===== config.mk =====
export PLATFORM = sky130hd
export DESIGN_NAME = decode_stage
export DESIGN_NICKNAME = d
export VERILOG_FILES = /design/src/rtl/dec_pkg.sv /design/src/rtl/dec_classify.sv /design/src/rtl/dec_scoreboard.sv /design/src/rtl/decode_stage.sv
export SDC_FILE = /design/constraint.sdc
export NUM_CORES = 1
export LEC_CHECK = 0
export BUFFER_PORTS_ARGS = -buffer_cell sky130_fd_sc_hd__buf_2
export CORE_AREA = 8 8 125 127
export DETAILED_ROUTE_END_ITERATION = 7
export DIE_AREA = 0 0 133 135
export PLACE_DENSITY = 0.78
export SYNTH_ARGS = -nofsm -noshare
export SYNTH_HDL_FRONTEND = slang
export SYNTH_SLANG_ARGS = --single-unit

===== constraint.sdc =====
create_clock -name clk -period 7.9 [get_ports clk]
set_input_delay 1.185 -clock clk [delete_from_list [all_inputs] [get_ports clk]]
set_output_delay 1.185 -clock clk [all_outputs]
set_load 0.02 [all_outputs]

===== src/rtl/dec_pkg.sv =====
package dec_pkg;
  localparam int INSN_W   = 32;
  localparam int FMT_W    = 2;
  localparam int RIDX_W   = 5;
  localparam int ROPC_W   = 5;
  localparam int XOPC_W   = 4;
  localparam int KEY_W    = ROPC_W + FMT_W;
  localparam int VMASK_W  = 4;
  localparam int OPOUT_W  = 5;
  // field positions derived from the widths above
  localparam int R_F0     = FMT_W + ROPC_W;
  localparam int X_F0     = FMT_W + XOPC_W;
  localparam int I_IMM_LO = X_F0 + 2 * RIDX_W;
  localparam int J_IMM_LO = X_F0 + RIDX_W;

  localparam logic [RIDX_W-1:0] LINK_REG = RIDX_W'(1);
  localparam logic [RIDX_W-1:0] SP_REG   = RIDX_W'(2);
  localparam logic [RIDX_W-1:0] VLEN_REG = RIDX_W'(4);

  typedef enum logic [FMT_W-1:0] {
    FMT_R = 2'b00, FMT_I = 2'b01, FMT_J = 2'b10, FMT_X = 2'b11
  } fmt_e;

  typedef enum logic [OPOUT_W-1:0] {
    OP_NOP, OP_ADD, OP_SUB, OP_AND, OP_OR, OP_XOR, OP_CMP,
    OP_VADD, OP_VSUB, OP_VMUL, OP_VCMP,
    OP_ADDI, OP_ANDI, OP_LOAD, OP_STORE, OP_VLOAD, OP_VSTORE,
    OP_JUMP, OP_PUSH, OP_POP, OP_RET
  } op_e;

  typedef struct packed {
    logic              en;
    logic              vec;
    logic [RIDX_W-1:0] idx;
  } reg_use_t;
endpackage


===== src/rtl/dec_classify.sv =====
module dec_classify
  import dec_pkg::*;
#(
  parameter int N_SRC = 3,
  parameter int N_DST = 2
) (
  input  logic [INSN_W-1:0] insn,
  output op_e               op,
  output reg_use_t          src [N_SRC],
  output reg_use_t          dst [N_DST],
  output logic [INSN_W-1:0] imm,
  output logic              uses_vlen
);
  logic [FMT_W-1:0]  fmt;
  logic [KEY_W-1:0]  key;
  logic [RIDX_W-1:0] r_a, r_b, r_d, x_a, x_b;
  logic [INSN_W-1:0] imm_i, imm_j;

  assign fmt   = insn[FMT_W-1:0];
  assign r_a   = insn[R_F0 +: RIDX_W];
  assign r_b   = insn[R_F0 + RIDX_W +: RIDX_W];
  assign r_d   = insn[R_F0 + 2*RIDX_W +: RIDX_W];
  assign x_a   = insn[X_F0 +: RIDX_W];
  assign x_b   = insn[X_F0 + RIDX_W +: RIDX_W];
  assign imm_i = INSN_W'($signed(insn[INSN_W-1:I_IMM_LO]));
  assign imm_j = INSN_W'($signed(insn[INSN_W-1:J_IMM_LO]));

  // lookup key: opcode stacked above the format bits
  always_comb begin
    if (fmt == FMT_R) key = {insn[FMT_W +: ROPC_W], fmt};
    else              key = KEY_W'({insn[FMT_W +: XOPC_W], fmt});
  end

  always_comb begin
    op = OP_NOP;
    if (fmt != FMT_X) begin
      case (key)
        {5'd0, FMT_R}: op = OP_ADD;
        {5'd1, FMT_R}: op = OP_SUB;
        {5'd2, FMT_R}: op = OP_AND;
        {5'd3, FMT_R}: op = OP_OR;
        {5'd4, FMT_R}: op = OP_XOR;
        {5'd5, FMT_R}: op = OP_CMP;
        {5'd6, FMT_R}: op = OP_VADD;
        {5'd7, FMT_R}: op = OP_VSUB;
        {5'd8, FMT_R}: op = OP_VMUL;
        {5'd9, FMT_R}: op = OP_VCMP;
        {1'b0, 4'd0, FMT_I}: op = OP_ADDI;
        {1'b0, 4'd1, FMT_I}: op = OP_ANDI;
        {1'b0, 4'd2, FMT_I}: op = OP_LOAD;
        {1'b0, 4'd3, FMT_I}: op = OP_STORE;
        {1'b0, 4'd4, FMT_I}: op = OP_VLOAD;
        {1'b0, 4'd5, FMT_I}: op = OP_VSTORE;
        {1'b0, 4'd0, FMT_J}: op = OP_JUMP;
        {1'b0, 4'd1, FMT_J}: op = OP_PUSH;
        {1'b0, 4'd2, FMT_J}: op = OP_POP;
        {1'b0, 4'd3, FMT_J}: op = OP_RET;
        default:             op = OP_NOP;
      endcase
    end
  end

  // operand roles per operation; slot 2 carries the implicit register
  always_comb begin
    for (int i = 0; i < N_SRC; i++) src[i] = '0;
    for (int i = 0; i < N_DST; i++) dst[i] = '0;
    imm       = '0;
    uses_vlen = 1'b0;
    case (op)
      OP_ADD, OP_SUB, OP_AND, OP_OR, OP_XOR: begin
        src[0] = '{1'b1, 1'b0, r_a};
        src[1] = '{1'b1, 1'b0, r_b};
        dst[0] = '{r_d != '0, 1'b0, r_d};
      end
      OP_CMP: begin
        src[0] = '{1'b1, 1'b0, r_a};
        src[1] = '{1'b1, 1'b0, r_b};
      end
      OP_VADD, OP_VSUB, OP_VMUL, OP_VCMP: begin
        src[0]    = '{1'b1, 1'b1, r_a};
        src[1]    = '{1'b1, 1'b1, r_b};
        src[2]    = '{1'b1, 1'b0, VLEN_REG};
        uses_vlen = 1'b1;
        if (op != OP_VCMP) dst[0] = '{r_d != '0, 1'b1, r_d};
      end
      OP_ADDI, OP_ANDI: begin
        src[0] = '{1'b1, 1'b0, x_a};
        dst[0] = '{x_b != '0, 1'b0, x_b};
        imm    = imm_i;
      end
      OP_LOAD: begin
        src[0] = '{1'b1, 1'b0, x_b};
        dst[0] = '{x_a != '0, 1'b0, x_a};
        imm    = imm_i;
      end
      OP_STORE: begin
        src[0] = '{1'b1, 1'b0, x_a};
        src[1] = '{1'b1, 1'b0, x_b};
        imm    = imm_i;
      end
      OP_VLOAD: begin
        src[0]    = '{1'b1, 1'b0, x_b};
        src[2]    = '{1'b1, 1'b0, VLEN_REG};
        dst[0]    = '{x_a != '0, 1'b1, x_a};
        imm       = imm_i;
        uses_vlen = 1'b1;
      end
      OP_VSTORE: begin
        src[0]    = '{1'b1, 1'b0, x_a};
        src[1]    = '{1'b1, 1'b1, x_b};
        src[2]    = '{1'b1, 1'b0, VLEN_REG};
        imm       = imm_i;
        uses_vlen = 1'b1;
      end
      OP_JUMP: begin
        src[0] = '{1'b1, 1'b0, x_a};
        imm    = imm_j;
      end
      OP_PUSH: begin
        src[0] = '{1'b1, 1'b0, x_a};
        src[2] = '{1'b1, 1'b0, SP_REG};
        dst[1] = '{1'b1, 1'b0, SP_REG};
        imm    = '1;
      end
      OP_POP: begin
        src[2] = '{1'b1, 1'b0, SP_REG};
        dst[0] = '{x_a != '0, 1'b0, x_a};
        dst[1] = '{1'b1, 1'b0, SP_REG};
        imm    = INSN_W'(1);
      end
      OP_RET: begin
        src[0] = '{1'b1, 1'b0, LINK_REG};
        imm    = imm_j;
      end
      default: ;
    endcase
  end
endmodule


===== src/rtl/dec_scoreboard.sv =====
module dec_scoreboard
  import dec_pkg::*;
#(
  parameter int NUM_REGS = 32,
  parameter int N_SRC    = 3,
  parameter int N_DST    = 2
) (
  input  logic              clk,
  input  logic              rst_n,
  input  reg_use_t          src [N_SRC],
  input  reg_use_t          dst [N_DST],
  input  logic              claim,
  input  logic              clr_s_en,
  input  logic [RIDX_W-1:0] clr_s_idx,
  input  logic              clr_v_en,
  input  logic [RIDX_W-1:0] clr_v_idx,
  output logic              busy
);
  logic [NUM_REGS-1:0] spend_q, vpend_q, s_set, v_set, s_clr, v_clr;
  logic [N_SRC-1:0]    hit;

  for (genvar g = 0; g < N_SRC; g++) begin : g_src
    assign hit[g] = src[g].en &
                    (src[g].vec ? vpend_q[src[g].idx] : spend_q[src[g].idx]);
  end
  assign busy = |hit;

  always_comb begin
    s_set = '0;
    v_set = '0;
    s_clr = '0;
    v_clr = '0;
    if (clr_s_en) s_clr[clr_s_idx] = 1'b1;
    if (clr_v_en) v_clr[clr_v_idx] = 1'b1;
    if (claim) begin
      for (int d = 0; d < N_DST; d++) begin
        if (dst[d].en && !dst[d].vec) s_set[dst[d].idx] = 1'b1;
        if (dst[d].en &&  dst[d].vec) v_set[dst[d].idx] = 1'b1;
      end
    end
    s_set[0] = 1'b0;
    v_set[0] = 1'b0;
  end

  always_ff @(posedge clk) begin
    if (!rst_n) begin
      spend_q <= '0;
      vpend_q <= '0;
    end else begin
      spend_q <= (spend_q & ~s_clr) | s_set;
      vpend_q <= (vpend_q & ~v_clr) | v_set;
    end
  end
endmodule


===== src/rtl/decode_stage.sv =====
module decode_stage
  import dec_pkg::*;
#(
  parameter int NUM_REGS  = 32,
  parameter int MAX_LANES = 8
) (
  input  logic                clk,
  input  logic                rst_n,
  input  logic                in_valid,
  output logic                in_ready,
  input  logic [INSN_W-1:0]   in_insn,
  input  logic [INSN_W-1:0]   vlen_src,
  output logic                out_valid,
  input  logic                out_ready,
  output logic [OPOUT_W-1:0]  out_op,
  output logic [RIDX_W-1:0]   out_src_a,
  output logic [RIDX_W-1:0]   out_src_b,
  output logic [RIDX_W-1:0]   out_dst,
  output logic                out_dst_en,
  output logic                out_dst_vec,
  output logic                out_sp_wr,
  output logic [INSN_W-1:0]   out_imm,
  output logic [VMASK_W-1:0]  out_vlen,
  input  logic                clr_s_en,
  input  logic [RIDX_W-1:0]   clr_s_idx,
  input  logic                clr_v_en,
  input  logic [RIDX_W-1:0]   clr_v_idx
);
  localparam int N_SRC = 3;
  localparam int N_DST = 2;
  localparam logic [VMASK_W-1:0] LANE_CAP = VMASK_W'(MAX_LANES);

  op_e               op;
  reg_use_t          src [N_SRC];
  reg_use_t          dst [N_DST];
  logic [INSN_W-1:0] imm;
  logic              uses_vlen, busy;
  logic [VMASK_W-1:0] vlen_raw;

  dec_classify #(.N_SRC(N_SRC), .N_DST(N_DST)) cls_i (
    .insn(in_insn), .op(op), .src(src), .dst(dst), .imm(imm),
    .uses_vlen(uses_vlen)
  );

  dec_scoreboard #(.NUM_REGS(NUM_REGS), .N_SRC(N_SRC), .N_DST(N_DST)) sb_i (
    .clk(clk), .rst_n(rst_n), .src(src), .dst(dst),
    .claim(in_valid && in_ready),
    .clr_s_en(clr_s_en), .clr_s_idx(clr_s_idx),
    .clr_v_en(clr_v_en), .clr_v_idx(clr_v_idx),
    .busy(busy)
  );

  assign in_ready  = out_ready && !busy;
  assign out_valid = in_valid && !busy;

  assign vlen_raw    = vlen_src[VMASK_W-1:0];
  assign out_vlen    = !uses_vlen ? '0 : (vlen_raw > LANE_CAP ? LANE_CAP : vlen_raw);
  assign out_op      = OPOUT_W'(op);
  assign out_src_a   = src[0].idx;
  assign out_src_b   = src[1].idx;
  assign out_dst_en  = dst[0].en;
  assign out_dst     = dst[0].en ? dst[0].idx : '0;
  assign out_dst_vec = dst[0].en && dst[0].vec;
  assign out_sp_wr   = dst[1].en;
  assign out_imm     = imm;
endmodule


# Yosys cells after proc, flatten, opt, wreduce, memory -nomap -nowiden
# Memory sizes are Yosys's and may differ from the RTL's.
# Index checks and enable logic that the tools add are counted.
dict set report totals {
  reg_bits 64
  rom_bits 320
  input_bits 80
  word_cells 125
  memories 1
}
dict set report op_classes {
  magnitude_cmp 12
  n_eq_ne 22
  mux 47
  n_bitwise 11
  n_reduce_logical 30
}
# memory depth word_bits rd rd_ports_with_merged_regs wr line
set mem_list {}
lappend mem_list {{(name not given)} 64 5 1 0 0 dec_classify.sv:37} ;# case (key)
# operator count
set ops {}
lappend ops {{$mux 32} 10}
lappend ops {{$or 32x32->32} 4}
lappend ops {{$pmux 32 s4} 1}
lappend ops {{$pmux 7 s5} 2}
lappend ops {{$and 32x32->32} 2}
lappend ops {{$not 32->32} 2}
lappend ops {{$lt 5x6->1 const B} 7}
lappend ops {{$eq 5x4->1 const B} 8}
lappend ops {{$bmux 1 s5} 6}
lappend ops {{$pmux 7 s4} 1}
lappend ops {{$eq 5x5->1 const B} 5}
lappend ops {{$reduce_or 6->1} 4}
lappend ops {{$mux 7} 3}
lappend ops {{$demux 1 s5} 4}
lappend ops {{$eq 5x3->1 const B} 4}
lappend ops {{$ge 5x1->1 const B} 4}
lappend ops {{$mux 5} 3}
lappend ops {{$reduce_bool 5->1} 3}
lappend ops {{$mux 1} 14}
lappend ops {{$pmux 7 s2} 1}
lappend ops {{$logic_and 1x1->1} 11}
lappend ops {{$eq 5x2->1 const B} 2}
lappend ops {{$reduce_or 2->1} 5}
lappend ops {{$mux 4} 2}
lappend ops {{10 further kinds} 14}

# Logic depth before layout (Yosys ltp)
# Gate-level depths: netlist (run 1).
# An unclocked memory read counts as a cell.
dict set report depth {
  word_depth 21
  ltp_mapped 21
}

# Cells and area by module
# Synthesis (run 1) repeated with hierarchy kept, for this count alone.
dict set report unflattened {
  cells_unflattened 791
  area_unflattened_um2 6466.2
}
# module n_inst cells_per_inst area_each_um2 seq_area_each_um2
set by_module_without_submodules {}
lappend by_module_without_submodules {dec_scoreboard 1 570 4956.0 1281.2}
lappend by_module_without_submodules {dec_classify 1 208 1417.6 0.0}
lappend by_module_without_submodules {decode_stage 1 13 92.6 0.0}

# Least setup slack after synthesis (run 1)
# Ideal clock, no wire load.
dict set report synth_timing {
  path_kind {input-to-output}
  from {input port in_insn[3]}
  to {output port in_ready}
  t_arrival_ns 4.790
  required_time_ns 6.715
  path_slack_ns 1.925
  path_stages 18
  path_buffers 6
  path_cell_list {buf_2 -> buf_2 -> o21ai_1 -> o221ai_2 -> a22oi_1 -> o21ai_1 -> a32o_2 -> a22oi_4 -> buf_2 -> buf_2 -> mux2i_1 -> mux2i_1 -> a21oi_1 -> o211ai_1 -> o211a_1 -> buf_2 -> buf_2 -> nor3b_1}
}
dict set report synth_between {
  elab_chain_len 14
}
# element line
set synth_rtl {}
lappend synth_rtl {{from (decl)} decode_stage.sv:11} ;# input logic [INSN_W-1:0] in_insn,
lappend synth_rtl {{$mux 7 *} dec_classify.sv:30} ;# if (fmt == FMT_R) key = {insn[FMT_W +: ROPC_W], fmt};
lappend synth_rtl {{$mem_v2 64x5 *} -}
lappend synth_rtl {{$mux 5 *} dec_classify.sv:37}
lappend synth_rtl {{$mux 5 *} dec_classify.sv:36} ;# if (fmt != FMT_X) begin
lappend synth_rtl {{$eq 5x4->1 (tied with other cells)} dec_classify.sv:69} ;# case (op)
lappend synth_rtl {{$reduce_or 6->1 (no source line) (tied with other cells)} -}
lappend synth_rtl {{$pmux 7 s5 (tied with other cells)} dec_classify.sv:69}
lappend synth_rtl {{$bmux 1 s5} dec_scoreboard.sv:24} ;# (src[g].vec ? vpend_q[src[g].idx] : spend_q[src[g].idx]);
lappend synth_rtl {{$mux 1 (implied by the code)} dec_scoreboard.sv:24}
lappend synth_rtl {{$mux 1} dec_scoreboard.sv:24}
lappend synth_rtl {{$and 1x1->1} dec_scoreboard.sv:23} ;# assign hit[g] = src[g].en &
lappend synth_rtl {{$reduce_or 3->1 *} dec_scoreboard.sv:26} ;# assign busy = |hit;
lappend synth_rtl {{$logic_not 1->1 *} decode_stage.sv:53} ;# assign in_ready = out_ready && !busy;
lappend synth_rtl {{$logic_and 1x1->1 *} decode_stage.sv:53}
lappend synth_rtl {{to (decl)} decode_stage.sv:10} ;# output logic in_ready,
# Mark *: on every way between the ends. The rest lies on a longest branch, timed or not. The select of a mux whose other input is x is not followed.

# Worst setup path after layout (run 1)
dict set report layout_timing {
  from {input port in_insn[3]}
  to {output port out_valid}
}
dict set report layout_between {
  elab_chain_len 14
}
# element line
set layout_rtl {}
lappend layout_rtl {{$mux 7 *} dec_classify.sv:30}
lappend layout_rtl {{$mem_v2 64x5 *} -}
lappend layout_rtl {{$mux 5 *} dec_classify.sv:37}
lappend layout_rtl {{$mux 5 *} dec_classify.sv:36}
lappend layout_rtl {{$eq 5x4->1 (tied with other cells)} dec_classify.sv:69}
lappend layout_rtl {{$reduce_or 6->1 (no source line) (tied with other cells)} -}
lappend layout_rtl {{$pmux 7 s5 (tied with other cells)} dec_classify.sv:69}
lappend layout_rtl {{$bmux 1 s5} dec_scoreboard.sv:24}
lappend layout_rtl {{$mux 1 (implied by the code)} dec_scoreboard.sv:24}
lappend layout_rtl {{$mux 1} dec_scoreboard.sv:24}
lappend layout_rtl {{$and 1x1->1} dec_scoreboard.sv:23}
lappend layout_rtl {{$reduce_or 3->1 *} dec_scoreboard.sv:26}
lappend layout_rtl {{$logic_not 1->1 *} decode_stage.sv:54} ;# assign out_valid = in_valid && !busy;
lappend layout_rtl {{$logic_and 1x1->1 *} decode_stage.sv:54}
lappend layout_rtl {{to (decl)} decode_stage.sv:13} ;# output logic out_valid,
# Marked as above.

==> metrics.md, run 1 <==
| Metric | Value |
|---|---|
| Die outline width | 133 um |
| Crit share post-route | 0.8602 |
| Placed cell count | 948 |
| Post-DP Area | 6449 um2 |
| Drt via density | 6.871 |
| CP max FO | 18 |
| Port Buf Inserts | 112 |
| Max rail drop VDD | 0.09698 mV |
| DR DRC count | 0 |
| Total die area | 17960 um2 |
| Post-DP HPWL | 15.08 mm |
| Asr flop ratio synth | 0 |
| Critical Path End Type | primary output |
| Syn Inst Count | 717 |
| Internal | 709.7 uW |
| Synth-to-Final Area Change | 12.91% |
| Post-route antenna net violation count | 0 |
| Die height | 135 um |
| Setup repair bufs after CTS | 0 |
| Switching Power | 411.3 uW |
| DRT Pass-1 Iters | 6 |
| Worst-path clk slew | 0.05 ns |
| FP Rows | 43 |
| Largest net degree at the start of global routing | 67 |
| Flops & latches, synth | 64 |
| DR vias | 6624 |
| Register area share after synthesis | 0.2139 |
| Actual slew at the worst max-slew pin | 1.229 ns |
| Min Tclk post-route | 6.796 ns |
| Main synth FF type | dfxtp_1 |
| Final setup TNS | 0 ns |
| Critical path class | in2out |
| # clock sinks | 64 |
| Initial Util | 0.4401 |
| GRT Total Usage | 0.2236 |
| Clock skew | 0.005273 ns |
| Arrival @ worst endpoint | 5.61 ns |
| Synth area leader | dfxtp_1 |
| Min-Delay Path Class | reg2reg |
| Core area | 13610 um2 |
| Ratio of cells with drive above 1 in the final layout | 0.2755 |
| Boundary Pins | 141 |
| Max_slew headroom | 0.1809 |
| Routed WL per cell | 21.99 um |
| Fmax achieved | 0.1471 GHz |
| CTS tree | done |
| Total power | 1.121 mW |
| Part of the power in registers | 0.289 |
| Critical path launch point type | input port |
| Total gr overflow | 0 |
| Synth Area per Inst | 8.355 um2 |
| Max-cap violations | 0 |
| Design area | 6764 um2 |
| Final setup vio count | 0 |
| Max Transition Viols Final | 0 |
| Top cell type's share of synthesized area | 0.2139 |
| Gate power share | 0.330 |
| Number of global-route vias before repair | 6068 |
| Status | completed |
| Syn Nets | 797 |
| Clock root buffer | clkbuf_16 |
| Final hold vios | 0 |
| TritonCTS Buffers | 9 |
| Yosys cell types | 74 |
| Layout fillers | 1274 |
| Clock buffer depth | 2 |
| # H-tree levels | 3 |
| Routability Congestion | 0.9573 |
| Clock power frac | 0.381 |
| Number of buffers inserted by hold repair at cts | 0 |
| WP data required | 6.71 ns |
| Final Non-Filler Cells | 964 |
| Post-CTS sizing | 0 |
| Worst-skew pair later-pin latency | 0.34 ns |
| Antenna diodes | 0 |
| Ys Warns | 0 |
| Final net count | 859 |
| Area contributors post-synth | dfxtp_1, o41ai_2, o211ai_1, mux2i_1, nand2_1 |
| Register area | 1281 um2 |
| Global-route wire length before repair | 33.08 mm |
| First DRT Iteration DRCs | 785 |
| Aggregate routed wire length | 21.20 mm |
| Switching Share | 0.3669 |
| RSZ-0062 raised after global routing | false |
| Leakage | 2.922 nW |
| Multi-input logic area | 4210 um2 |
| Initial antenna violation count | 0 |
| PwrDens | 165.7 nW/um2 |
| EDFF count, synth | 0 |
| Mapped cell area | 5991 um2 |
flip-flops by register name, summed over array words and instances (netlist names):
name and cells:
sb_i.spend_q 32, sb_i.vpend_q 32
power by group through the flow:
| stage | clock network [mW] | registers (mW) | logic, mW |
|---|---|---|---|
| after CTS | 0.426 | 0.324 | 0.360 |
| after global placement | 0 | 0.331 | 0.357 |
| after floorplan | 0 | 0.331 | 0.264 |
| after global routing | 0.442 | 0.324 | 0.387 |
| final | 0.427 | 0.325 | 0.370 |
| after detailed placement | 0 | 0.331 | 0.358 |
routing by layer:
| metal | vias to the layer above | wire length [um] | GRT usage |
|---|---|---|---|
| li1 | 2966 | - | - |
| met1 | 3114 | 8184 | 0.2758 |
| met2 | 466 | 9645 | 0.3567 |
| met3 | 78 | 2737 | 0.05944 |
| met4 | 0 | 632 | 0.1028 |
| met5 | - | 0 | 0 |
cell usage after synthesis, types with 4 or more instances:
library cell	n
o21ai_0	16
o41ai_1	23
o211ai_1	69
and3_1	4
buf_4	16
nor2_1	29
nand4_1	6
a31oi_1	5
a21oi_1	25
nand3b_1	11
nand2_1	99
mux2i_1	41
nor2b_1	4
nand3_1	26
buf_6	9
a22oi_1	13
nand2b_1	6
o41ai_2	40
o22ai_1	14
a222oi_1	5
inv_2	4
and2_1	12
or3_1	8
a221o_1	16
dfxtp_1	64
or3b_2	7
buf_2	22
clkbuf_1	25
nor3_1	8
inv_1	17
final cells by class:
type,instances,area share
timing repair buffer,123,0.09508
tap,180,0.03330
sequential,64,0.1894
clock inverter,3,0.009619
clock buffer,13,0.03700
multi-input combinational,558,0.6225
inverter,23,0.01313
stage by stage:
| step | hold slack [ns] | worst slack (ns) | utilization |
|---|---|---|---|
| floorplan | 0.4581 | 1.925 | - |
| global placement | 0.4670 | 1.255 | 0.4738 |
| detailed placement | 0.4742 | 1.241 | 0.4738 |
| CTS | 0.4821 | 1.215 | 0.4969 |
| global route | 0.4931 | 0.8561 | 0.4969 |
| finish | 0.4805 | 1.104 | 0.4969 |
cells by family after synthesis:
| kind of cell | synth area share |
|---|---|
| buffers and inverters | 0.08584 |
| flip-flops | 0.2139 |
| XOR/XNOR | 0.005640 |
| AND/OR/NAND/NOR | 0.1949 |
| multiplexers | 0.08542 |
| AO/OA/AOI/OAI | 0.4144 |
worst max-delay path, cell delays in order:
cell       delay (ns)
buf_2            0.30
a21oi_1          0.12
o211ai_1         0.16
nand2_1          0.24
nand2_2          0.21
inv_2            0.09
o21ai_1          0.25
a22o_1           0.69
a221o_1          0.57
nand2b_1         0.25
o22ai_1          0.12
a2111oi_0        0.43
o21a_1           0.19
nor4b_2          0.05
buf_4            0.19
nor3b_1          0.31
buf_2            0.24
cell usage in the layout (no fill, tap or decap), types with 12 or more instances in the layout:
master / instances
o211ai_1: 69
nor2_1: 29
a21oi_1: 25
o22ai_1: 14
a221o_1: 16
nand3_1: 26
buf_2: 112
o41ai_2: 40
a22oi_1: 13
nand2_1: 99
mux2i_1: 41
and2_1: 12
o21ai_0: 16
dfxtp_1: 64
inv_1: 17
o41ai_1: 23
final timing paths:
check | start | end | slack, ns | cells after the start
max | in_insn[3] | out_valid | 1.10 | 17
min | sb_i.vpend_q[0] | sb_i.vpend_q[0] | 0.48 | 1
max reg2reg | sb_i.spend_q[27] | sb_i.spend_q[10] | 5.40 | 7
min reg2reg | sb_i.vpend_q[0] | sb_i.vpend_q[0] | 0.48 | 1
(Power assumes the default switching activity.)
==> run 2, diff against run 1 <==
--- a/config.mk
+++ b/config.mk
@@ -7,6 +7,7 @@
 export LEC_CHECK = 0
 export BUFFER_PORTS_ARGS = -buffer_cell sky130_fd_sc_hd__buf_2
 export CORE_AREA = 8 8 125 127
+export CTS_BUF_LIST = sky130_fd_sc_hd__clkbuf_8 sky130_fd_sc_hd__clkbuf_16
 export DETAILED_ROUTE_END_ITERATION = 7
 export DIE_AREA = 0 0 133 135
 export PLACE_DENSITY = 0.78
==> metrics.md, run 2 (same netlist as run 1, synthesis figures left out) <==
| Metric | Value |
|---|---|
| Hold Crit Depth | 1 |
| Clock buffer depth | 2 |
| Largest net degree at the start of global routing | 67 |
| Die outline width | 133 um |
| Number of buffers inserted by hold repair at cts | 0 |
| Ratio of cells with drive above 1 in the final layout | 0.2755 |
| Aggregate routed wire length | 21.13 mm |
| Initial antenna violation count | 0 |
| Total die area | 17960 um2 |
| Final hold vios | 0 |
| Post-DP HPWL | 15.08 mm |
| Final setup TNS | 0 ns |
| Clock skew | 0.005549 ns |
| Global-route wire length before repair | 33.08 mm |
| Min-Delay Path Class | reg2reg |
| DR DRC count | 0 |
| Reg-to-Reg Start | sb_i.spend_q[27] |
| Max Transition Viols Final | 0 |
| Post-route antenna net violation count | 0 |
| Max_slew headroom | 0.1826 |
| Routability Congestion | 0.9573 |
| Routed WL per cell | 21.92 um |
| PwrDens | 165.4 nW/um2 |
| Final setup vio count | 0 |
| Max rail drop VDD | 0.09749 mV |
| Boundary Pins | 141 |
| Layout fillers | 1274 |
| Commonest non-fill, non-tap cell in the layout | buf_2 |
| Total gr overflow | 0 |
| TritonCTS Buffers | 9 |
| WP data required | 6.71 ns |
| Port Buf Inserts | 112 |
| Critical Path End Type | primary output |
| Drt via density | 6.801 |
| CTS tree | done |
| Post-CTS sizing | 0 |
| Post-layout util | 0.4969 |
| Core area | 13610 um2 |
| DRT Pass-1 Iters | 6 |
| Actual slew at the worst max-slew pin | 1.226 ns |
| Arrival @ worst endpoint | 5.59 ns |
| Number of global-route vias before repair | 6068 |
| Fmax achieved | 0.1475 GHz |
| RSZ-0062 raised after global routing | false |
| Critical path origin | in_insn[3] |
| R2R setup slack | 5.40 ns |
| First DRT Iteration DRCs | 769 |
| Min-delay src | sb_i.vpend_q[0] |
| R2r worst-path depth | 7 |
| Worst-skew pair later-pin latency | 0.34 ns |
| Leakage | 2.934 nW |
| CP max FO | 18 |
| Die height | 135 um |
| FP Rows | 43 |
| Critical path class | in2out |
| Worst-path clk slew | 0.06 ns |
| Antenna diodes | 0 |
| Clock root buffer | clkbuf_16 |
| Min Tclk post-route | 6.779 ns |
| Commonest non-fill, non-tap cells in the layout | buf_2, nand2_1, o211ai_1 |
| Setup repair bufs after CTS | 0 |
| # clock sinks | 64 |
| R2R Path End | sb_i.spend_q[10] |
| Final net count | 859 |
| Worst hold endpoint | sb_i.vpend_q[0] |
| Status | completed |
| GRT Total Usage | 0.2236 |
| Synth-to-Final Area Change | 12.91% |
| Initial Util | 0.4401 |
| Critical path launch point type | input port |
| Crit share post-route | 0.8581 |
| Max-cap violations | 0 |
| Regs by FF count | sb_i.spend_q (32), sb_i.vpend_q (32) |
| # H-tree levels | 3 |
| DR vias | 6556 |
## run 2: changes by cell type in the layout (fill, tap and decap cells not counted)
cell      before  now
clkbuf_1       3    0
inv_1         17   20
## run 2: layer usage
metal | wire length, um | up-vias | global-route usage
li1 | - | 2965 | -
met3 | 2677 | 61 | 0.05944
met1 | 8200 | 3084 | 0.2758
met2 | 9631 | 446 | 0.3567
met4 | 622 | 0 | 0.1028
met5 | 0 | - | 0
## run 2: how the worst max path moves through the flow
stage	to	slack, ns
after floorplan	in_ready	1.93
after global placement	out_valid	1.26
after detailed placement	out_valid	1.24
after CTS	out_valid	1.21
after global routing	out_valid	0.86
final	out_valid	1.12
## run 2: area by class of cell
| type | instances | area [um2] | area share |
|---|---|---|---|
| multi-input combinational | 558 | 4210 | 0.6225 |
| sequential | 64 | 1281 | 0.1894 |
| timing repair buffer | 123 | 643.1 | 0.09508 |
| clock buffer | 10 | 239.0 | 0.03533 |
| tap | 180 | 225.2 | 0.03330 |
| inverter | 23 | 88.84 | 0.01313 |
| clock inverter | 6 | 76.32 | 0.01128 |
## run 2: where the power goes
group | internal [mW] | switching [mW] | leakage [nW] | total, mW
Combinational | 0.101 | 0.267 | 2.25 | 0.369
Sequential | 0.324 | 0.000721 | 0.515 | 0.324
Clock | 0.281 | 0.145 | 0.166 | 0.426
## run 2: critical path: stages
cell and delay [ns]:
buf_2 0.30, a21oi_1 0.12, o211ai_1 0.16, nand2_1 0.23, nand2_2 0.21, inv_2 0.09, o21ai_1 0.25, a22o_1 0.69
a221o_1 0.57, nand2b_1 0.25, o22ai_1 0.11, a2111oi_0 0.42, o21a_1 0.19, nor4b_2 0.05, buf_4 0.19, nor3b_1 0.30
buf_2 0.24
## run 2: metrics by stage
step	total power, mW	hold slack, ns	instance area [um2]	instances	setup slack, ns
finish	1.119	0.4805	6764	964	1.121
CTS	1.106	0.4821	6764	964	1.215
detailed placement	0.6897	0.4742	6449	948	1.241
global placement	0.6879	0.4670	6449	948	1.255
floorplan	0.5948	0.4581	5991	717	1.925
global route	1.150	0.4932	6764	964	0.8561
==> run 3, diff against run 2 <==
--- a/config.mk
+++ b/config.mk
@@ -6,11 +6,11 @@
 export NUM_CORES = 1
 export LEC_CHECK = 0
 export BUFFER_PORTS_ARGS = -buffer_cell sky130_fd_sc_hd__buf_2
-export CORE_AREA = 8 8 125 127
+export CORE_AREA = 8 8 119 121
 export CTS_BUF_LIST = sky130_fd_sc_hd__clkbuf_8 sky130_fd_sc_hd__clkbuf_16
 export DETAILED_ROUTE_END_ITERATION = 7
-export DIE_AREA = 0 0 133 135
-export PLACE_DENSITY = 0.78
+export DIE_AREA = 0 0 127 129
+export PLACE_DENSITY = 0.85
 export SYNTH_ARGS = -nofsm -noshare
 export SYNTH_HDL_FRONTEND = slang
 export SYNTH_SLANG_ARGS = --single-unit
==> constraint.sdc (replaced) <==
create_clock -name clk -period 6.9 [get_ports clk]
set_input_delay 1.035 -clock clk [delete_from_list [all_inputs] [get_ports clk]]
set_output_delay 1.035 -clock clk [all_outputs]
set_load 0.02 [all_outputs]
==> metrics.md, run 3 (same netlist as run 1, synthesis figures left out) <==
| Metric | Value |
|---|---|
| Status | completed |
| Min-Delay Path Class | reg2reg |
| Final setup vio count | 0 |
| Synth-to-Final Area Change | 11.34% |
| Antenna diodes | 0 |
| Post-DP HPWL | 14.68 mm |
| First DRT Iteration DRCs | 989 |
| Clock buffer depth | 2 |
| Initial Util | 0.4866 |
| Initial antenna violation count | 0 |
| Worst hold endpoint | sb_i.vpend_q[0] |
| Largest net degree at the start of global routing | 67 |
| DR DRC count | 0 |
| WP buf/inv | 3 |
| Total gr overflow | 0 |
| Max incr delay on CP | 0.81 ns |
| Boundary Pins | 141 |
| Total die area | 16380 um2 |
| Min-delay src | sb_i.vpend_q[0] |
| Actual slew at the worst max-slew pin | 1.016 ns |
| Max-cap violations | 0 |
| CTS tree | done |
| Multi-input logic area | 4203 um2 |
| Critical path's slowest cell | and3_2 |
| Most Crowded Layer GR | met2 |
| Worst path most repeated cell | buf_2 |
| Die height | 129 um |
| WP data required | 5.86 ns |
| Min Tclk post-route | 6.260 ns |
| TritonCTS Buffers | 9 |
| Met2 global-route usage | 0.3961 |
| Clock skew | 0.007397 ns |
| DR vias | 6684 |
| Final hold vios | 0 |
| Clock root buffer | clkbuf_16 |
| Drt via density | 7.156 |
| Max_slew headroom | 0.3209 |
| R2R Path End | sb_i.spend_q[9] |
| Commonest non-fill, non-tap cell in the layout | buf_2 |
| # clock sinks | 64 |
| Aggregate routed wire length | 20.93 mm |
| RSZ-0062 raised after global routing | false |
| Post-layout util | 0.5418 |
| Global-route wire length before repair | 32.35 mm |
| Sequence of cells on the critical path | buf_2 > o21ai_0 > and3_1 > o22ai_4 > inv_2 > and3_4 > o311ai_0 > and3_2 > mux2i_1 > a221oi_1 > o22ai_1 > a22oi_1 > nor4b_2 > nor3b_1 > buf_2 |
| PwrDens | 179.3 nW/um2 |
| Fmax achieved | 0.1597 GHz |
| Post-CTS sizing | 0 |
| Commonest non-fill, non-tap cells in the layout | buf_2, nand2_1, o211ai_1 |
| Register area | 1281 um2 |
| Max rail drop VDD | 0.1035 mV |
| Largest delay share family, worst path | simple AND/OR/NAND/NOR gates |
| Port Buf Inserts | 112 |
| Critical path launch point type | input port |
| Met1 Use GR | 0.2832 |
| Crit share post-route | 0.9073 |
| Number of buffers inserted by hold repair at cts | 0 |
| Final setup TNS | 0 ns |
| Reg-to-Reg Start | sb_i.spend_q[27] |
| Met3 Use GR | 0.06372 |
| # H-tree levels | 3 |
| FP Rows | 41 |
| Ratio of cells with drive above 1 in the final layout | 0.2768 |
| Regs by FF count | sb_i.spend_q (32), sb_i.vpend_q (32) |
| Final net count | 859 |
| Die outline width | 127 um |
| Number of global-route vias before repair | 6223 |
| Leakage | 2.910 nW |
| Worst-path clk slew | 0.06 ns |
| R2r worst-path depth | 7 |
| GRT Total Usage | 0.2424 |
| Routability Congestion | 0.9702 |
| Max Transition Viols Final | 0 |
| Critical Path End Type | primary output |
| Routed WL per cell | 22.41 um |
| Layout fillers | 1103 |
| Worst-skew pair later-pin latency | 0.33 ns |
| Hold Crit Depth | 1 |
| Core area | 12310 um2 |
| Setup repair bufs after CTS | 0 |
| Critical path class | in2out |
| DRT Pass-1 Iters | 8 |
| Arrival @ worst endpoint | 5.23 ns |
| Post-route antenna net violation count | 0 |
| R2R setup slack | 4.15 ns |
| CP max FO | 27 |
run 3: cell types whose count changed in the layout (fill, tap and decap cells not counted), sizes merged:
cell | before | now
bufinv | 2 | 0
clkinv | 2 | 5
inv | 25 | 24
run 3: report_power, final:
group / internal [mW] / total, mW / switching, mW / leakage [nW]
clock: 0.247 / 0.407 / 0.160 / 0.144
sequential: 0.371 / 0.372 / 0.000828 / 0.515
combinational: 0.115 / 0.417 / 0.303 / 2.25
total: 0.733 / 1.20 / 0.463 / 2.91
run 3: how the worst max path moves through the flow:
stage / depth (start not counted) / start / to
floorplan: 18 / in_insn[3] / in_ready
global placement: 15 / in_insn[3] / out_valid
detailed placement: 15 / in_insn[3] / in_ready
CTS: 15 / in_insn[3] / in_ready
global route: 15 / in_insn[3] / in_ready
finish: 15 / in_insn[3] / in_ready
run 3: stage by stage:
step	hold WS, ns	instance area (um2)	power [mW]	instances	worst slack [ns]
floorplan	0.4581	5991	0.6809	717	1.225
global placement	0.4688	6404	0.7797	918	0.8100
detailed placement	0.4756	6404	0.7821	918	0.7327
CTS	0.4869	6670	1.183	934	0.7220
global route	0.5017	6670	1.235	934	0.3553
finish	0.4861	6670	1.196	934	0.6397
run 3: layout make-up:
cell class | instances | area share
repair buffers | 123 | 0.09642
flip-flops and latches | 64 | 0.1921
well taps | 150 | 0.02814
clock buffers | 10 | 0.03583
inverters | 23 | 0.01332
clock inverters | 6 | 0.004127
multi-input cells | 558 | 0.6301
run 3: routing by layer:
| metal | vias to the layer above | part of all wire |
|---|---|---|
| met1 | 3068 | 0.37 |
| met5 | - | 0 |
| met2 | 547 | 0.44 |
| met4 | 0 | 0.048 |
| met3 | 106 | 0.14 |
| li1 | 2963 | - |
